File: src/rtl/ssc_pkg.sv
package ssc_pkg;

    typedef enum logic [1:0] {
        ST_SEEK   = 2'd0,
        ST_VBLANK = 2'd1,
        ST_ACTIVE = 2'd2,
        ST_HBLANK = 2'd3
    } cap_state_t;

    typedef struct packed {
        logic vs_rise;
        logic hs_rise;
        logic de_fall;
    } sync_edges_t;

endpackage

File: src/rtl/ssc_sampler.sv
module ssc_sampler
    import ssc_pkg::*;
(
    input  logic        clk,
    input  logic        rst,
    input  logic        ok,
    input  logic        de,
    input  logic        hs,
    input  logic        vs,
    output sync_edges_t ev
);

    logic prev_de;
    logic prev_hs;
    logic prev_vs;

    // Previous qualified levels; unqualified cycles leave them untouched.
    always_ff @(posedge clk) begin
        if (rst) begin
            prev_de <= 1'b0;
            prev_hs <= 1'b0;
            prev_vs <= 1'b0;
        end else if (ok) begin
            prev_de <= de;
            prev_hs <= hs;
            prev_vs <= vs;
        end
    end

    always_comb begin
        ev.vs_rise = ok & vs & ~prev_vs;
        ev.hs_rise = ok & hs & ~prev_hs;
        ev.de_fall = ok & ~de & prev_de;
    end

endmodule

File: src/rtl/ssc_frame_fsm.sv
module ssc_frame_fsm
    import ssc_pkg::*;
#(
    parameter int DATA_W = 24
) (
    input  logic              clk,
    input  logic              rst,
    input  logic              ok,
    input  logic              de,
    input  logic              fld,
    input  logic [DATA_W-1:0] data,
    input  logic              vs_rise,
    output logic              framing,
    output logic [DATA_W-1:0] px_data,
    output logic              px_valid,
    output logic              px_sof,
    output logic              px_eol,
    output logic              px_field
);

    cap_state_t state;
    cap_state_t nxt;

    logic              hold_v;
    logic [DATA_W-1:0] hold_d;
    logic              hold_sof;
    logic              hold_fld;
    logic              frame_fld;

    logic take_now;
    logic sof_now;
    logic fld_now;

    // State register
    always_ff @(posedge clk) begin
        if (rst) state <= ST_SEEK;
        else     state <= nxt;
    end

    // Next state: a qualified vertical sync rise wins in every state
    always_comb begin
        nxt = state;
        if (ok) begin
            if (vs_rise) begin
                nxt = de ? ST_ACTIVE : ST_VBLANK;
            end else begin
                unique case (state)
                    ST_SEEK:   nxt = ST_SEEK;
                    ST_VBLANK: nxt = de ? ST_ACTIVE : ST_VBLANK;
                    ST_ACTIVE: nxt = de ? ST_ACTIVE : ST_HBLANK;
                    ST_HBLANK: nxt = de ? ST_ACTIVE : ST_HBLANK;
                endcase
            end
        end
    end

    always_comb begin
        framing  = (state != ST_SEEK);
        take_now = ok & de & (vs_rise | (state != ST_SEEK));
        sof_now  = vs_rise | (state == ST_VBLANK);
        fld_now  = vs_rise ? fld : frame_fld;
    end

    // Outputs: one-sample hold stage so line end is known when a pixel leaves
    always_ff @(posedge clk) begin
        if (rst) begin
            hold_v    <= 1'b0;
            hold_d    <= '0;
            hold_sof  <= 1'b0;
            hold_fld  <= 1'b0;
            frame_fld <= 1'b0;
            px_data   <= '0;
            px_valid  <= 1'b0;
            px_sof    <= 1'b0;
            px_eol    <= 1'b0;
            px_field  <= 1'b0;
        end else if (ok) begin
            if (vs_rise) frame_fld <= fld;
            px_valid <= hold_v;
            px_data  <= hold_d;
            px_sof   <= hold_v & hold_sof;
            px_eol   <= hold_v & ~de;
            px_field <= hold_fld;
            hold_v   <= take_now;
            if (take_now) begin
                hold_d   <= data;
                hold_sof <= sof_now;
                hold_fld <= fld_now;
            end
        end else begin
            px_valid <= 1'b0;
            px_sof   <= 1'b0;
            px_eol   <= 1'b0;
        end
    end

    AST_NO_EMIT_UNQUALIFIED: assert property (@(posedge clk) disable iff (rst)
        !$past(ok) |-> !px_valid);
    AST_SEEK_HOLDS: assert property (@(posedge clk) disable iff (rst)
        (state == ST_SEEK) && !vs_rise |=> (state == ST_SEEK));
    AST_SOF_WITH_PIXEL: assert property (@(posedge clk) disable iff (rst)
        px_sof |-> px_valid);
    AST_EOL_WITH_PIXEL: assert property (@(posedge clk) disable iff (rst)
        px_eol |-> px_valid);

endmodule

File: src/rtl/ssc_geometry.sv
module ssc_geometry
    import ssc_pkg::*;
#(
    parameter int WIDTH_W  = 12,
    parameter int HEIGHT_W = 12,
    parameter int FCNT_W   = 8
) (
    input  logic                clk,
    input  logic                rst,
    input  logic                ok,
    input  logic                de,
    input  sync_edges_t         ev,
    input  logic                framing,
    output logic [WIDTH_W-1:0]  meas_width,
    output logic [HEIGHT_W-1:0] meas_height,
    output logic [HEIGHT_W-1:0] meas_lines,
    output logic [FCNT_W-1:0]   meas_fields,
    output logic                geom_stable
);

    logic [WIDTH_W-1:0]  pix_cnt;
    logic [WIDTH_W-1:0]  last_w;
    logic [HEIGHT_W-1:0] line_cnt;
    logic [HEIGHT_W-1:0] hs_cnt;
    logic                have_prev;
    logic                same_geom;

    assign same_geom = have_prev && (last_w == meas_width) && (line_cnt == meas_height);

    always_ff @(posedge clk) begin
        if (rst) begin
            pix_cnt     <= '0;
            last_w      <= '0;
            line_cnt    <= '0;
            hs_cnt      <= '0;
            have_prev   <= 1'b0;
            meas_width  <= '0;
            meas_height <= '0;
            meas_lines  <= '0;
            meas_fields <= '0;
            geom_stable <= 1'b0;
        end else if (ok) begin
            if (ev.vs_rise) begin
                if (framing) begin
                    meas_width  <= last_w;
                    meas_height <= line_cnt;
                    meas_lines  <= hs_cnt;
                    meas_fields <= meas_fields + FCNT_W'(1);
                    geom_stable <= same_geom;
                    have_prev   <= 1'b1;
                end
                line_cnt <= '0;
                last_w   <= '0;
                hs_cnt   <= HEIGHT_W'(ev.hs_rise);
                pix_cnt  <= WIDTH_W'(de);
            end else begin
                if (de) pix_cnt <= pix_cnt + WIDTH_W'(1);
                if (ev.de_fall) begin
                    last_w   <= pix_cnt;
                    pix_cnt  <= '0;
                    line_cnt <= line_cnt + HEIGHT_W'(1);
                end
                if (ev.hs_rise) hs_cnt <= hs_cnt + HEIGHT_W'(1);
            end
        end
    end

    AST_MEAS_ONLY_AT_VS: assert property (@(posedge clk) disable iff (rst)
        !$stable(meas_width) |-> $past(ok && ev.vs_rise));
    AST_FIELD_STEP: assert property (@(posedge clk) disable iff (rst)
        !$stable(meas_fields) |-> (meas_fields == $past(meas_fields) + FCNT_W'(1)));
    AST_STABLE_ON_MATCH: assert property (@(posedge clk) disable iff (rst)
        $rose(geom_stable) |-> (meas_width == $past(meas_width)) && (meas_height == $past(meas_height)));
    AST_STABLE_DROP_AT_VS: assert property (@(posedge clk) disable iff (rst)
        $fell(geom_stable) |-> $past(ok && ev.vs_rise));

endmodule

File: src/rtl/sepsync_capture.sv
module sepsync_capture
    import ssc_pkg::*;
#(
    parameter int DATA_W   = 24,
    parameter int WIDTH_W  = 12,
    parameter int HEIGHT_W = 12,
    parameter int FCNT_W   = 8
) (
    input  logic                clk,
    input  logic                rst,
    input  logic                vin_ok,
    input  logic [DATA_W-1:0]   vin_data,
    input  logic                vin_de,
    input  logic                vin_hs,
    input  logic                vin_vs,
    input  logic                vin_fld,
    output logic [DATA_W-1:0]   px_data,
    output logic                px_valid,
    output logic                px_sof,
    output logic                px_eol,
    output logic                px_field,
    output logic [WIDTH_W-1:0]  meas_width,
    output logic [HEIGHT_W-1:0] meas_height,
    output logic [HEIGHT_W-1:0] meas_lines,
    output logic [FCNT_W-1:0]   meas_fields,
    output logic                geom_stable
);

    sync_edges_t ev;
    logic        framing;

    ssc_sampler u_sampler (
        .clk (clk),
        .rst (rst),
        .ok  (vin_ok),
        .de  (vin_de),
        .hs  (vin_hs),
        .vs  (vin_vs),
        .ev  (ev)
    );

    ssc_frame_fsm #(.DATA_W(DATA_W)) u_fsm (
        .clk      (clk),
        .rst      (rst),
        .ok       (vin_ok),
        .de       (vin_de),
        .fld      (vin_fld),
        .data     (vin_data),
        .vs_rise  (ev.vs_rise),
        .framing  (framing),
        .px_data  (px_data),
        .px_valid (px_valid),
        .px_sof   (px_sof),
        .px_eol   (px_eol),
        .px_field (px_field)
    );

    ssc_geometry #(
        .WIDTH_W  (WIDTH_W),
        .HEIGHT_W (HEIGHT_W),
        .FCNT_W   (FCNT_W)
    ) u_geom (
        .clk         (clk),
        .rst         (rst),
        .ok          (vin_ok),
        .de          (vin_de),
        .ev          (ev),
        .framing     (framing),
        .meas_width  (meas_width),
        .meas_height (meas_height),
        .meas_lines  (meas_lines),
        .meas_fields (meas_fields),
        .geom_stable (geom_stable)
    );

endmodule

File: config.mk
export PLATFORM = sky130hd
export DESIGN_NAME = sepsync_capture
export DESIGN_NICKNAME = d
export VERILOG_FILES = /design/src/rtl/ssc_pkg.sv /design/src/rtl/ssc_sampler.sv /design/src/rtl/ssc_frame_fsm.sv /design/src/rtl/ssc_geometry.sv /design/src/rtl/sepsync_capture.sv
export SDC_FILE = /design/constraint.sdc
export NUM_CORES = 1
export LEC_CHECK = 0
export CORE_MARGIN = 5
export CORE_UTILIZATION = 41
export CTS_BUF_LIST = sky130_fd_sc_hd__clkbuf_16
export DETAILED_ROUTE_END_ITERATION = 8
export DONT_BUFFER_PORTS = 1
export MAX_ROUTING_LAYER = met4
export SYNTH_ARGS = -nofsm -noshare
export SYNTH_HDL_FRONTEND = slang
export SYNTH_SLANG_ARGS = --single-unit
File: constraint.sdc
create_clock -name clk -period 3.2 [get_ports clk]
set_clock_uncertainty 0.2 [all_clocks]
set_input_delay 0.16 -clock clk [delete_from_list [all_inputs] [get_ports clk]]
set_output_delay 0.16 -clock clk [all_outputs]
set_load 0.05 [all_outputs]
Word-level counts from Yosys, hierarchy flattened:

Cells that the tools add are included.

* bits in registers: 155
* latch bits: 0
* memory bits (writable): 0
* memory bits (read-only): 0
* input bits: 31
* output and inout bits: 73
* logic and storage cells: 77
* memories: 0

* add/sub/neg operators: 4
* multiply operators: 0
* divide/modulo/power cells: 0
* $lt $le $gt $ge: 0
* equal/unequal tests: 5
* shift operators: 0
* muxes and demuxes: 14
* bitwise gates (word level): 16
* reduce and logical (&&, ||, !) cells: 14

Operators by type and width (number)
* 12-bit two-way mux: 9
* 12-bit by 1-bit adder with 12-bit output, second input constant: 3
* 12-bit equality test: 2
* 1-bit AND: 10
* 8-bit by 1-bit adder with 8-bit output, second input constant: 1
* 2-bit AND reduction: 4
* 2-bit one-hot mux with 3 select lines: 1
* 2-bit nonzero test: 3
* 2-bit equality test, second input constant: 2
* 2-bit two-way mux: 2
* 1-bit NOT: 4
* 2-bit OR reduction: 2
* 3-bit AND reduction: 1
* 3-bit nonzero test: 1
* 2-bit by 1-bit equality test with 1-bit output, second input constant: 1
* 1-bit logical AND: 2
* 2-bit logical NOT: 1
* 1-bit two-way mux: 2
* 1-bit bitwise OR: 2

Longest topological paths before layout:

* word-level depth: 5
* depth in mapped cells: 8
* depth with buffers taken out: 5

Cells and area by module:

Synthesis repeated with hierarchy kept, for this count alone.

* cells, all modules: 695
* area, all modules: 6148.4 sq um

Modules (own cells, without submodules)
* ssc_geometry: times used 1, cells each 460, area each 3926.3 sq um, seq. area each 1881.8 sq um
* ssc_frame_fsm: times used 1, cells each 221, area each 2098.3 sq um, seq. area each 1161.1 sq um
* ssc_sampler: times used 1, cells each 14, area each 123.9 sq um, seq. area each 60.1 sq um

Least setup slack after synthesis:

OpenSTA, ideal clock, no wires.

* kind: register -> register
* from: register u_geom.meas_fields[0]
* to: register u_geom.meas_fields[4]
* library setup time: 0.121 ns
* data arrival time: 1.678 ns
* data required time: 2.879 ns
* path slack: 1.201 ns
* stages on the path, launching flop included: 5
* path buffers: 0
* clock period less this slack: 1.999 ns
* cells stage by stage: dfxtp_1 > ha_1 > nor3b_1 > and3_1 > mux2_2

* word-level cells in the longest chain between the ends: 1

RTL lines
* start, declared: RTL line ssc_geometry.sv:17 `output logic [FCNT_W-1:0] meas_fields,`
* start signal, assigned: RTL line ssc_geometry.sv:48 `meas_fields <= meas_fields + FCNT_W'(1);`
* 8-bit by 1-bit adder with 8-bit output: RTL line ssc_geometry.sv:48

No other way between the ends.
A chain may end at the register's enable or synchronous reset.

Worst setup path after layout:

* from: register u_sampler.prev_vs
* to: register u_fsm.hold_d[1]

* word-level cells in the longest chain between the ends: 5

RTL lines
* start, declared: RTL line ssc_sampler.sv:15 `logic prev_vs;`
* start signal, assigned: RTL line ssc_sampler.sv:26 `prev_vs <= vs;`
* 1-bit NOT: RTL line ssc_sampler.sv:31 `ev.vs_rise = ok & vs & ~prev_vs;`
* 1-bit AND: RTL line ssc_sampler.sv:31
* 1-bit bitwise OR: RTL line ssc_frame_fsm.sv:59 `take_now = ok & de & (vs_rise | (state != ST_SEEK));`
* 1-bit AND: RTL line ssc_frame_fsm.sv:59
* 2-bit AND reduction (no source line)
* end signal, assigned: RTL line ssc_frame_fsm.sv:86 `hold_d <= data;`
* end, declared: RTL line ssc_frame_fsm.sv:25 `logic [DATA_W-1:0] hold_d;`

No other way between the ends.

==> summary.txt <==
Outcome
  • Status: complete, no violations

Floorplan
  • I/O pins: 104
  • Core area: 14,600 µm²
  • Initial Utilization: 42.2%
  • Die H: 133 µm
  • Die area: 17,600 µm²
  • FP Rows: 44
  • Die width: 133 µm

GRT
  • Gr usage total: 17.6%
  • Overflow after GRT: 0
  • Global-route wire length before repair: 24,800 µm
  • Pin count of the biggest net entering global routing: 119
  • Vias in the first global route: 4,883
  • Initial antenna violation count: 0

Placement
  • # port buffers: 0
  • Placed cell area: 6270 µm²
  • Global placer's final weighted congestion: 0.775
  • DP Wirelength: 9410 µm

Layout
  • Commonest non-fill, non-tap cell in the layout: nand2_1
  • Final instance area: 7290 µm²
  • Final core area utilization: 49.8%
  • Share of cells above drive strength 1: 6.64%
  • Inserted Diodes: 0
  • Nets@finish: 775
  • Area grow syn2layout: 17.8%
  • Commonest non-fill, non-tap cells in the layout: nand2_1, dfxtp_1, a21oi_1

Clock network
  • Worst-path clk slew: 0.06 ns
  • Clk root buf: clkbuf_16
  • Postcts setup bufs: 0
  • Max H-tree Level: 4
  • CTS max path bufs: 2
  • Clock sink count: 155
  • Clk_lat worst skew: 0.42 ns
  • CTS tree: done
  • TritonCTS Buffers: 17

Power and ir drop
  • VDD IR max: 0.370 mV
  • Pwr Density: 585 nW/µm²
  • Static leakage: 0.00267 µW
  • Final Total Pwr: 4260 µW

Worst setup path
  • Crit. End Element: flip-flop
  • Startpoint types: flip-flop
  • R2R Path Start: u_sampler.prev_vs$_SDFFE_PP0P_
  • Worst R2R Path Depth: 5
  • CP max FO: 25
  • R2r setup slk: 0.37 ns
  • Kind of critical path: flip-flop to flip-flop
  • FF-to-FF End: u_fsm.hold_d[1]$_SDFFE_PP0P_
  • Crit path DAT: 2.99 ns
  • Required @ worst endpoint: 3.36 ns
  • Critical Path Source: u_sampler.prev_vs$_SDFFE_PP0P_

STA
  • # setup viols final: 0
  • RSZ-0062 raised after global routing: no
  • Fmax: 0.354 GHz
  • Max Slew Vio Count: 0
  • Worst slew margin: 40.2%
  • Final period util: 88.3%
  • Final Hold Fails: 0
  • Post-Route Setup TNS: 0 ns
  • Worst-margin pin slew: 0.897 ns
  • Crit path time final: 2.83 ns

Run
  • Maxcap violations: 0

Worst hold path
  • Min-Delay Endpoint: u_geom.line_cnt[11]$_SDFFE_PP0P_
  • Min-delay src: vin_ok
  • WHS Path Cells: 4
  • Hold Path Class: primary input to flip-flop

Routing
  • Drt first pass iters: 4
  • Wire per inst: 15.6 µm
  • Vias per cell: 5.38
  • Via count: 5,038
  • Routed Antenna Nets: 0
  • First DRT Iteration DRCs: 260
  • Total Wirelength: 14,600 µm
  • Drt drc: 0

Yosys
  • Sequential area share after synthesis: 50.2%
  • Syn Inst Count: 723
  • Post-synthesis register bit count: 155
  • Post-synth EDFFs: 0
  • Synth cell types: 44
  • Syn. warnings: 0
  • Ys async rst share: 0%
  • Top FF cell, synth: dfxtp_1
  • Post-synth net total: 758
  • Syn avg cell area: 8.56 µm²
  • Cell area after synthesis: 6190 µm²
worst max-delay path: stages, from the launching register on:
cell	delay (ns)
dfxtp_1	0.36
nand3b_1	0.52
a21o_1	0.79
nand2_1	0.15
a21oi_1	0.19
dlygate4sd3_1	0.57
cell usage after synthesis, drive strengths merged, types with 6 or more instances:
master  instances  share of area (%)
nand2         166                 10
dfxtp         155                 50
a21oi          96                7.8
nor2           59                3.6
clkbuf         28                1.7
mux2i          28                4.5
xor2           28                4.0
buf            19                1.8
o21ai          15                1.2
xnor2          13                1.8
nand3          11               0.89
or3            11                1.1
nand4          10                1.0
nor3            8               0.65
and3            7               0.71
nor4            7               0.71
a211oi          6               0.73
flip-flops by register name, indices dropped and copies added, names as in the netlist, 2 cells and up:
register            flops
u_fsm.state             2
u_geom.meas_fields      8
u_geom.last_w          12
u_geom.hs_cnt          12
u_fsm.hold_d           24
u_geom.line_cnt        12
u_geom.meas_lines      12
u_geom.meas_width      12
u_fsm.px_data          24
u_geom.pix_cnt         12
u_geom.meas_height     12
worst max path at each step:
stage                                               to  slack [ns]  depth (start not counted)
floorplan           u_geom.meas_fields[4]$_SDFFE_PP0P_        1.20                          4
global placement    u_geom.meas_fields[6]$_SDFFE_PP0P_        1.02                          4
detailed placement       u_fsm.hold_d[18]$_SDFFE_PP0P_        0.88                          4
CTS                       u_fsm.hold_d[1]$_SDFFE_PP0P_        0.38                          5
global route              u_fsm.hold_d[1]$_SDFFE_PP0P_        0.18                          5
finish                    u_fsm.hold_d[1]$_SDFFE_PP0P_        0.37                          5
stage by stage:
stage	instances	setup slack [ns]	hold slack, ns
4_1_cts	937	0.375	0.0256
3_3_place_gp	868	1.02	0.0388
5_1_grt	937	0.180	0.0386
3_5_place_dp	868	0.881	0.0423
2_1_floorplan	723	1.20	0.0960
6_report	937	0.375	0.0400
where the power goes:
group / internal (µW) / total, µW / switching [µW]
clock: 1250 / 2080 / 834
combinational: 73.0 / 190 / 117
sequential: 1950 / 1990 / 34.9
final cells by class:
type	instances	area (µm²)
fill	1377	7360
sequential	155	3100
multi-input combinational	517	2860
timing repair buffer	45	465
clock buffer	17	425
tap	184	230
clock inverter	15	188
inverter	4	15.0
metal layers:
metal	vias to the layer above	track usage (%)	wire (µm)
li1	2500	-	-
met2	131	27.3	6860
met1	2391	21.7	6600
met5	-	-	0
met4	0	6.58	215
met3	16	5.32	940
logic make-up after synthesis:
logic type      count (synthesis)  share of synthesized area (%)
xor+xnor                       41                           5.81
fa+ha+maj                       4                          0.809
simple gates                  300                           21.2
mux                            30                           4.89
buf+inv                        51                           3.70
compound gates                142                           13.5
flops                         155                           50.2
repair_timing:
| item | 4_1_cts | 5_1_grt |
|---|---|---|
| gates resized for setup | 0 | 0 |
| setup endpoints to repair | 0 | 0 |
| hold endpoints to repair | 127 | 0 |
| hold buffers | 37 | 0 |
(Power assumes the default switching activity.)
